File: src/rtl/hdt_pkg.sv
package hdt_pkg;
   typedef enum logic [1:0] {
      SEL_BLANK = 2'd0,
      SEL_SYNC  = 2'd1,
      SEL_TOTAL = 2'd2
   } hdt_sel_e;

   localparam int unsigned HDT_END_LSB = 16;
endpackage

File: src/rtl/hdt_shadow_regs.sv
module hdt_shadow_regs
   import hdt_pkg::*;
#(
   parameter int unsigned CNT_W  = 12,
   parameter int unsigned DATA_W = 32
) (
   input  logic              clk,
   input  logic              rst_n,
   input  logic              wr_en,
   input  logic [1:0]        wr_addr,
   input  logic [DATA_W-1:0] wr_data,
   input  logic              load_i,
   output logic [CNT_W-1:0]  blk_s_o,
   output logic [CNT_W-1:0]  blk_e_o,
   output logic [CNT_W-1:0]  syn_s_o,
   output logic [CNT_W-1:0]  syn_e_o,
   output logic [CNT_W-1:0]  total_o
);
   localparam int unsigned END_LSB = HDT_END_LSB;
   localparam logic [DATA_W-1:0] FIELD_MASK =
      (DATA_W'((1 << CNT_W) - 1)) | (DATA_W'((1 << CNT_W) - 1) << END_LSB);

   logic [CNT_W-1:0] sh_blk_s, sh_blk_e, sh_syn_s, sh_syn_e, sh_total;
   logic [CNT_W-1:0] f_lo, f_hi;
   logic             rsvd_unused;

   assign f_lo        = wr_data[CNT_W-1:0];
   assign f_hi        = wr_data[END_LSB +: CNT_W];
   assign rsvd_unused = ^(wr_data & ~FIELD_MASK);

   always_ff @(posedge clk) begin
      if (!rst_n) begin
         sh_blk_s <= '0;
         sh_blk_e <= '0;
         sh_syn_s <= '0;
         sh_syn_e <= '0;
         sh_total <= '0;
      end else if (wr_en) begin
         case (hdt_sel_e'(wr_addr))
            SEL_BLANK: begin
               sh_blk_s <= f_lo;
               sh_blk_e <= f_hi;
            end
            SEL_SYNC: begin
               sh_syn_s <= f_lo;
               sh_syn_e <= f_hi;
            end
            SEL_TOTAL: sh_total <= f_lo;
            default: ;
         endcase
      end
   end

   always_ff @(posedge clk) begin
      if (!rst_n) begin
         blk_s_o <= '0;
         blk_e_o <= '0;
         syn_s_o <= '0;
         syn_e_o <= '0;
         total_o <= '0;
      end else if (load_i) begin
         blk_s_o <= sh_blk_s;
         blk_e_o <= sh_blk_e;
         syn_s_o <= sh_syn_s;
         syn_e_o <= sh_syn_e;
         total_o <= sh_total;
      end
   end

   assert_active_hold_R8: assert property (@(posedge clk) disable iff (!rst_n)
      !$past(load_i) |-> ($stable(syn_s_o) && $stable(syn_e_o) && $stable(blk_s_o)
                          && $stable(blk_e_o) && $stable(total_o)));
endmodule

File: src/rtl/hdt_edge_gen.sv
module hdt_edge_gen #(
   parameter int unsigned CNT_W = 12
) (
   input  logic             clk,
   input  logic             rst_n,
   input  logic [CNT_W-1:0] cnt_i,
   input  logic [CNT_W-1:0] start_i,
   input  logic [CNT_W-1:0] stop_i,
   output logic             level_o,
   output logic             rise_o
);
   logic hit_start, hit_stop;

   assign hit_start = (cnt_i == start_i);
   assign hit_stop  = (cnt_i == stop_i);

   // clear takes priority so equal points leave the output inactive
   always_ff @(posedge clk) begin
      if (!rst_n) begin
         level_o <= 1'b0;
         rise_o  <= 1'b0;
      end else begin
         if (hit_stop)       level_o <= 1'b0;
         else if (hit_start) level_o <= 1'b1;
         rise_o <= hit_start && !hit_stop && !level_o;
      end
   end

   assert_rise_single_R6: assert property (@(posedge clk) disable iff (!rst_n)
      rise_o |=> !rise_o);
   assert_rise_edge_R6: assert property (@(posedge clk) disable iff (!rst_n)
      rise_o |-> (level_o && !$past(level_o)));
endmodule

File: src/rtl/hdt_rule_chk.sv
module hdt_rule_chk #(
   parameter int unsigned CNT_W     = 12,
   parameter int unsigned MIN_WIDTH = 8,
   parameter int unsigned MIN_GAP   = 8,
   parameter bit          CHECK_EN  = 1'b1
) (
   input  logic [CNT_W-1:0] blk_s_i,
   input  logic [CNT_W-1:0] syn_s_i,
   input  logic [CNT_W-1:0] syn_e_i,
   output logic             err_o
);
   localparam logic [CNT_W-1:0] WIDTH_LIM = CNT_W'(MIN_WIDTH);
   localparam logic [CNT_W:0]   GAP_LIM   = (CNT_W + 1)'(MIN_GAP);

   generate
      if (CHECK_EN) begin : g_check
         logic [CNT_W-1:0] width;
         logic             narrow, early;
         assign width  = syn_e_i - syn_s_i;
         assign narrow = (width < WIDTH_LIM);
         assign early  = ({1'b0, syn_s_i} < ({1'b0, blk_s_i} + GAP_LIM));
         assign err_o  = narrow || early;
      end else begin : g_nocheck
         logic inputs_unused;
         assign inputs_unused = ^{blk_s_i, syn_s_i, syn_e_i};
         assign err_o = 1'b0;
      end
   endgenerate
endmodule

File: src/rtl/hdt_timing_top.sv
module hdt_timing_top
   import hdt_pkg::*;
#(
   parameter int unsigned CNT_W     = 12,
   parameter int unsigned DATA_W    = 32,
   parameter int unsigned LINE_W    = 11,
   parameter int unsigned MIN_WIDTH = 8,
   parameter int unsigned MIN_GAP   = 8,
   parameter bit          CHECK_EN  = 1'b1
) (
   input  logic              clk,
   input  logic              rst_n,
   input  logic              wr_en,
   input  logic [1:0]        wr_addr,
   input  logic [DATA_W-1:0] wr_data,
   output logic [CNT_W-1:0]  hcount,
   output logic              blank,
   output logic              hsync,
   output logic              line_adv,
   output logic [LINE_W-1:0] line,
   output logic              err
);
   localparam logic [CNT_W-1:0]  CNT_ONE  = CNT_W'(1);
   localparam logic [LINE_W-1:0] LINE_ONE = LINE_W'(1);

   initial begin
      assert (CNT_W >= 4 && CNT_W <= HDT_END_LSB)
         else $error("CNT_W out of range");
      assert (DATA_W >= HDT_END_LSB + CNT_W)
         else $error("DATA_W too narrow for field layout");
      assert (MIN_WIDTH < (1 << CNT_W) && MIN_GAP < (1 << CNT_W))
         else $error("rule limits exceed counter range");
      assert (LINE_W >= 1) else $error("LINE_W must be positive");
   end

   logic [CNT_W-1:0] a_blk_s, a_blk_e, a_syn_s, a_syn_e, a_total;
   logic             wrap;
   logic             blank_rise;

   assign wrap = (hcount == a_total);

   hdt_shadow_regs #(.CNT_W(CNT_W), .DATA_W(DATA_W)) u_regs (
      .clk(clk), .rst_n(rst_n), .wr_en(wr_en), .wr_addr(wr_addr),
      .wr_data(wr_data), .load_i(wrap),
      .blk_s_o(a_blk_s), .blk_e_o(a_blk_e),
      .syn_s_o(a_syn_s), .syn_e_o(a_syn_e), .total_o(a_total)
   );

   always_ff @(posedge clk) begin
      if (!rst_n)    hcount <= '0;
      else if (wrap) hcount <= '0;
      else           hcount <= hcount + CNT_ONE;
   end

   hdt_edge_gen #(.CNT_W(CNT_W)) u_blank (
      .clk(clk), .rst_n(rst_n), .cnt_i(hcount),
      .start_i(a_blk_s), .stop_i(a_blk_e),
      .level_o(blank), .rise_o(blank_rise)
   );

   hdt_edge_gen #(.CNT_W(CNT_W)) u_sync (
      .clk(clk), .rst_n(rst_n), .cnt_i(hcount),
      .start_i(a_syn_s), .stop_i(a_syn_e),
      .level_o(hsync), .rise_o(line_adv)
   );

   always_ff @(posedge clk) begin
      if (!rst_n)        line <= '0;
      else if (line_adv) line <= line + LINE_ONE;
   end

   hdt_rule_chk #(
      .CNT_W(CNT_W), .MIN_WIDTH(MIN_WIDTH), .MIN_GAP(MIN_GAP), .CHECK_EN(CHECK_EN)
   ) u_rules (
      .blk_s_i(a_blk_s), .syn_s_i(a_syn_s), .syn_e_i(a_syn_e), .err_o(err)
   );

   assert_count_step_R2: assert property (@(posedge clk) disable iff (!rst_n)
      (hcount != '0) |-> (hcount == $past(hcount) + CNT_ONE));
   assert_count_bound_R2: assert property (@(posedge clk) disable iff (!rst_n)
      hcount <= a_total);
   assert_blank_rise_R4: assert property (@(posedge clk) disable iff (!rst_n)
      blank_rise |-> (blank && !$past(blank)));
   assert_line_step_R7: assert property (@(posedge clk) disable iff (!rst_n)
      $past(line_adv) |-> (line == $past(line) + LINE_ONE));
   assert_line_hold_R7: assert property (@(posedge clk) disable iff (!rst_n)
      !$past(line_adv) |-> $stable(line));
endmodule

File: config.mk
export PLATFORM = sky130hd
export DESIGN_NAME = hdt_timing_top
export DESIGN_NICKNAME = d
export VERILOG_FILES = /design/src/rtl/hdt_pkg.sv /design/src/rtl/hdt_shadow_regs.sv /design/src/rtl/hdt_edge_gen.sv /design/src/rtl/hdt_rule_chk.sv /design/src/rtl/hdt_timing_top.sv
export SDC_FILE = /design/constraint.sdc
export NUM_CORES = 1
export LEC_CHECK = 0
export BUFFER_PORTS_ARGS = -buffer_cell sky130_fd_sc_hd__clkbuf_2
export CORE_ASPECT_RATIO = 1.1
export CORE_MARGIN = 10
export CORE_UTILIZATION = 30
export DETAILED_ROUTE_END_ITERATION = 8
export PLACE_DENSITY = 0.54
export SLEW_MARGIN = 20
export SYNTH_ARGS = -nofsm -noshare
export SYNTH_HDL_FRONTEND = slang
export SYNTH_SLANG_ARGS = --single-unit
File: constraint.sdc
create_clock -name clk -period 3.9 [get_ports clk]
set_input_delay 0 -clock clk [delete_from_list [all_inputs] [get_ports clk]]
set_output_delay 0 -clock clk [all_outputs]
set_load 0.02 [all_outputs]
# --- Word level (Yosys, flattened, before mapping) ---
# Cells that the tools add are included.
totals:
  reg_bits: 146
  latch_bits: 0
  ramBits: 0
  romBits: 0
  inputBits: 37
  output_inout_bits: 27
  word_cells: 41
  n_memories: 0
classes:
  n_addsub: 4
  mul: 0
  div_mod_pow: 0
  n_lt_le_gt_ge: 2
  eq_ne: 7
  n_shift: 0
  n_mux: 0
  n_bitwise: 1
  reduce_logical: 12
op_table:
  columns: ["operator", "count"]
  rows:
  - ["$eq A12 B12 Y1", 5]
  - ["$add A12 B4 Y13 const B", 1]
  - ["$lt A12 B13 Y1", 1]
  - ["$add A12 B1 Y12 const B", 1]
  - ["$lt A12 B4 Y1 const B", 1]
  - ["$sub A12 B12 Y12", 1]
  - ["$add A11 B1 Y11 const B", 1]
  - ["$reduce_and A2 Y1", 3]
  - ["$reduce_or A2 Y1", 3]
  - ["$eq A2 B1 Y1 const B", 1]
  - ["$eq A2 B2 Y1 const B", 1]
  - ["$logic_and A1 B1 Y1", 2]
  - ["$logic_not A1 Y1", 2]
  - ["$logic_not A2 Y1", 1]
  - ["$logic_or A1 B1 Y1", 1]
  - ["$not A1 Y1", 1]

# --- Longest topological paths before layout ---
logic_depth:
  word_depth: 4
  mapped_depth: 11
  depth_no_buf: 11

# --- By module ---
# A second synthesis with hierarchy kept.
hier_totals:
  hier_cells: 741
  area_unflattened_um2: 7315.8
by_module_without_submodules:
  columns: ["mod", "n_inst", "cells_per_inst", "area_per_inst_um2", "seq_area_each_um2"]
  rows:
  - ["hdt_shadow_regs", 1, 417, 4586.9, 2402.3]
  - ["hdt_timing_top", 1, 123, 1147.4, 460.4]
  - ["hdt_rule_chk", 1, 127, 915.9, 0.0]
  - ["hdt_edge_gen", 2, 37, 332.8, 40.0]

# --- Worst setup path before layout ---
# No wires, ideal clock.
synth_timing:
  kind: "register -> output"
  start: "reg u_regs.syn_s_o[4]"
  end: "out err"
  arrival_time_ns: 2.332
  required_time_ns: 3.900
  setup_slack_ns: 1.568
  stages_incl_launch_ff: 9
  path_buffers: 0
  cell_sequence: "dfxtp_1 inv_1 ha_1 a211oi_1 a21oi_1 or4_4 a221oi_2 nand4_1 o41ai_2"
synth_between:
  elab_chain_len: 3
  word_cells_on_any_way: 4
  classes_between: "add/sub: 1; order compare: 2; reduce/logical: 1"
synth_rtl:
  columns: ["item", "line", "rtl"]
  rows:
  - ["start: declaration", "hdt_shadow_regs.sv:15", "output logic [CNT_W-1:0] syn_s_o,"]
  - ["start signal: assignment", "hdt_shadow_regs.sv:64", "syn_s_o <= sh_syn_s;"]
  - ["$sub A12 B12 Y12", "hdt_rule_chk.sv:19", "assign width = syn_e_i - syn_s_i;"]
  - ["$lt A12 B4 Y1", "hdt_rule_chk.sv:20", "assign narrow = (width < WIDTH_LIM);"]
  - ["$logic_or A1 B1 Y1 (*)", "hdt_rule_chk.sv:22", "assign err_o = narrow || early;"]
  - ["end: declaration", "hdt_timing_top.sv:21", "output logic err"]
# Every way passes the cells marked *; elsewhere a longest branch is shown, timed or not.

# --- Final worst setup path ---
layout_timing:
  start: "reg u_regs.blk_s_o[3]"
  end: "out err"
layout_between:
  elab_chain_len: 3
layout_rtl:
  columns: ["item", "line", "rtl"]
  rows:
  - ["start: declaration", "hdt_shadow_regs.sv:13", "output logic [CNT_W-1:0] blk_s_o,"]
  - ["start signal: assignment", "hdt_shadow_regs.sv:62", "blk_s_o <= sh_blk_s;"]
  - ["$add A12 B4 Y13", "hdt_rule_chk.sv:21", "assign early = ({1'b0, syn_s_i} < ({1'b0, blk_s_i} + GAP_LIM));"]
  - ["$lt A12 B13 Y1", "hdt_rule_chk.sv:21", null]
  - ["$logic_or A1 B1 Y1", "hdt_rule_chk.sv:22", null]
# Every way passes these cells.

==> qor.txt <==
Tightest Pin Transition: 0.992 ns
Die area: 30,200 µm²
Global Route Usage Sum: 0.121
TritonCTS clock tree: yes
H-tree depth: 4
Post-place setup slack: 1.16 ns
Fin. max-slew vios: 0
Final Hold Viols: 0
Setup CP Type: flip-flop to output pin
CTS buffer count: 17
Post-DP HPWL: 13.0 mm
Clk network pwr share: 0.348
Share of layout cells above drive strength 1: 0.132
Top cell type's share of synthesized area: 0.412
Comb pwr share: 0.283
First-pass GRT wire length: 29.3 mm
CP max FO: 6
Fin util: 0.367
Routed vias: 5,294
Max Fclk: 318 MHz
Fraction of synthesized area in multiplexers: 0.104
Post-Synthesis Cells: 770
Pint: 0.00299 W
GPL Wtd Cong: 0.852
Worst slew margin: 0.337
PwrDens: 534 nW/µm²
Row count: 58
Initial antenna violation count: 0
Flop pwr share: 0.369
Antenna cells: 0
Compound-gate portion of the synthesized area: 0.100
Post_cts resized: 0
Post-DRT Antenna Nets: 0
Worst-Skew Late Latency: 0.43 ns
Top cells by area, synth: dfxtp_1 (41%), mux2i_1 (10%), nor2b_1 (6.7%)
Number of synthesized flops with an enable pin: 0
# DRC: 0
Yosys cell types: 46
Worst path most repeated cell: nand3_1
Status: finished clean
Switching power: 0.00154 W
Clock skew: 0.0109 ns
Drt pass-1 iters: 4
Root Buffer: clkbuf_16
Period utilization: 0.806
Syn Area/Cell: 9.22 µm²
Syn_nets: 831
Chip height: 181 µm
Startpoint Class: flip-flop
CP arrival: 3.14 ns
Adder-Cell Fraction of Synth Area: 0.0423
Post-synth ARST share: 0
Final hold slack: 0.146 ns
Yosys reg bits: 146
Worst-path cell chain: ha_1 > nand3_1 > nor2_1 > nand3_1 > xor2_1 > ha_1 > nand3_1 > or4_1 > a32oi_1 > o41ai_2 > clkbuf_2
Clock tree buffer depth: 2
Post-DR vias/cell: 4.62
Largest net degree at the start of global routing: 78
Input/output buffers: 55
Vias in the first global route: 5,024
# fillers: 2,399
CP endpoint kind: output pin
Post-Synth XOR/XNOR Area: 0.107
Lkg Pwr: 3.51 nW
Area delta synth->final: 19.5%
Top FF cell, synth: dfxtp_1
DR iter-0 viols: 416
Mapped Area: 7100 µm²
TNS Setup: 0 ns
RSZ-0062 raised after global routing: no
Minimum clock period: 3.14 ns
Switching Fraction: 0.341
WL final: 18.4 mm
Starting Density: 0.308
Combinational family with the most area after synthesis: simple AND/OR/NAND/NOR gates
Core area: 23,100 µm²
Max cap viols: 0
Io pins: 64
Syn. warnings: 0
Placed Instances: 1,091
Fin nets: 895
Endpoints failing setup: 0
Post-synthesis sequential area ratio: 0.412
WL/cell: 16.0 µm
Crit path largest cell delay: 0.53 ns
CP Data Required Time: 3.90 ns
Setup ws final: 0.758 ns
Chip width: 167 µm
HP Class: input pin to flip-flop
Simple-gate share of the synthesized area: 0.194
Congestion Overflow GR: 0
Slowest cell on the critical path: or4_1
Fin cells: 1,147
Cell taking the most area after synthesis: dfxtp_1
CTS clk-pin slew, worst paths: 0.07 ns
VDD IR-drop max: 427 µV
Total clock sinks: 146
path summary, 6_finish.rpt:
path | startpoint | to | slack, ns | cells past startpoint
max | u_regs.blk_s_o[3]$_SDFFE_PN0P_ | err | 0.76 | 11
min | rst_n | u_regs.sh_blk_e[2]$_SDFFE_PN0P_ | 0.15 | 2
max reg2reg | hcount[5]$_SDFF_PP0_ | u_regs.total_o[11]$_SDFFE_PN0P_ | 1.44 | 7
min reg2reg | u_regs.sh_blk_s[10]$_SDFFE_PN0P_ | u_regs.sh_blk_s[10]$_SDFFE_PN0P_ | 0.45 | 2
logic make-up (layout without fill, tap and decap cells):
logic type	count (synthesis)	in the layout
AOI/OAI and AO/OA	98	98
xor gates and xnor gates	87	87
adders and majority gates	24	24
buffers and inverters	68	145
DFF	146	146
muxes	74	74
and+or+nand+nor	273	273
per-stage QoR:
stage / total power, W / cell area (µm²)
2_1_floorplan: 0.00268 / 7100
3_3_place_gp: 0.00297 / 7660
3_5_place_dp: 0.00297 / 7660
4_1_cts: 0.00457 / 8480
5_1_grt: 0.00474 / 8480
6_report: 0.00453 / 8480
repair_timing:
action	CTS	global route
hold buffers	24	0
buffers inserted	0	0
endpoints found under the hold margin	60	0
synthesized netlist by cell type (all sizes together), types with 17 or more instances:
| master | instances |
|---|---|
| a21boi | 52 |
| clkbuf | 38 |
| dfxtp | 146 |
| ha | 24 |
| inv | 19 |
| mux2i | 74 |
| nand2 | 105 |
| nand3 | 17 |
| nor2 | 22 |
| nor2b | 76 |
| xnor2 | 51 |
| xor2 | 36 |
sequential cells by signal (all words and copies together) (netlist names):
register / flops
line: 11
u_regs.sh_total: 12
u_regs.syn_s_o: 12
u_regs.total_o: 12
u_regs.sh_syn_s: 12
u_sync.rise_o: 1
hcount: 12
u_regs.sh_blk_s: 12
u_sync.level_o: 1
u_regs.blk_s_o: 12
u_regs.blk_e_o: 12
u_regs.sh_syn_e: 12
u_blank.level_o: 1
u_regs.sh_blk_e: 12
u_regs.syn_e_o: 12
critical path: cells and delay by family (launching register included):
| family | cells | cell delay (ns) |
|---|---|---|
| compound gates | 2 | 0.37 |
| xor+xnor | 1 | 0.16 |
| fa+ha+maj | 2 | 0.52 |
| buf+inv | 1 | 0.18 |
| flops | 1 | 0.43 |
| simple gates | 5 | 1.06 |
layout make-up:
type                       instances  area [µm²]  share of cell area
clock buffer                      17         425              0.0502
clock inverter                    15         148              0.0174
inverter                          19        71.3             0.00841
multi-input combinational        556        3910               0.461
sequential                       146        2920               0.345
tap                              300         375              0.0443
timing repair buffer              94         631              0.0744
layer usage:
layer,vias up,share of wire,global-route usage
met4,0,0.013,0.0390
met3,15,0.028,0.0217
met2,78,0.47,0.192
met5,-,0,0
met1,2492,0.49,0.162
li1,2709,-,-
power by group through the flow:
stage | Combinational [W] | Clock (W) | Sequential (W)
2_1_floorplan | 0.000987 | 0 | 0.00169
3_3_place_gp | 0.00126 | 0 | 0.00171
3_5_place_dp | 0.00126 | 0 | 0.00170
4_1_cts | 0.00129 | 0.00161 | 0.00167
5_1_grt | 0.00138 | 0.00168 | 0.00168
6_report | 0.00128 | 0.00158 | 0.00167
layout by cell type, fill, tap and decap left out, drive strengths merged, types with 4 or more instances in the layout:
cell and count:
a21o 7, clkinv 5, nor4 7, o21ai 6, a31oi 4, mux2i 74, nand2b 4, nor2 22
buf 16, and3 5, xor2 36, nor2b 76, a211oi 5, ha 24, nor3 4, and2 7
a21boi 52, nand4 14, nand3 17, inv 26, a21oi 12, clkbuf 71, nand2 105, dfxtp 146
xnor2 51, dlygate4sd3 24
(Power assumes the default switching activity.)
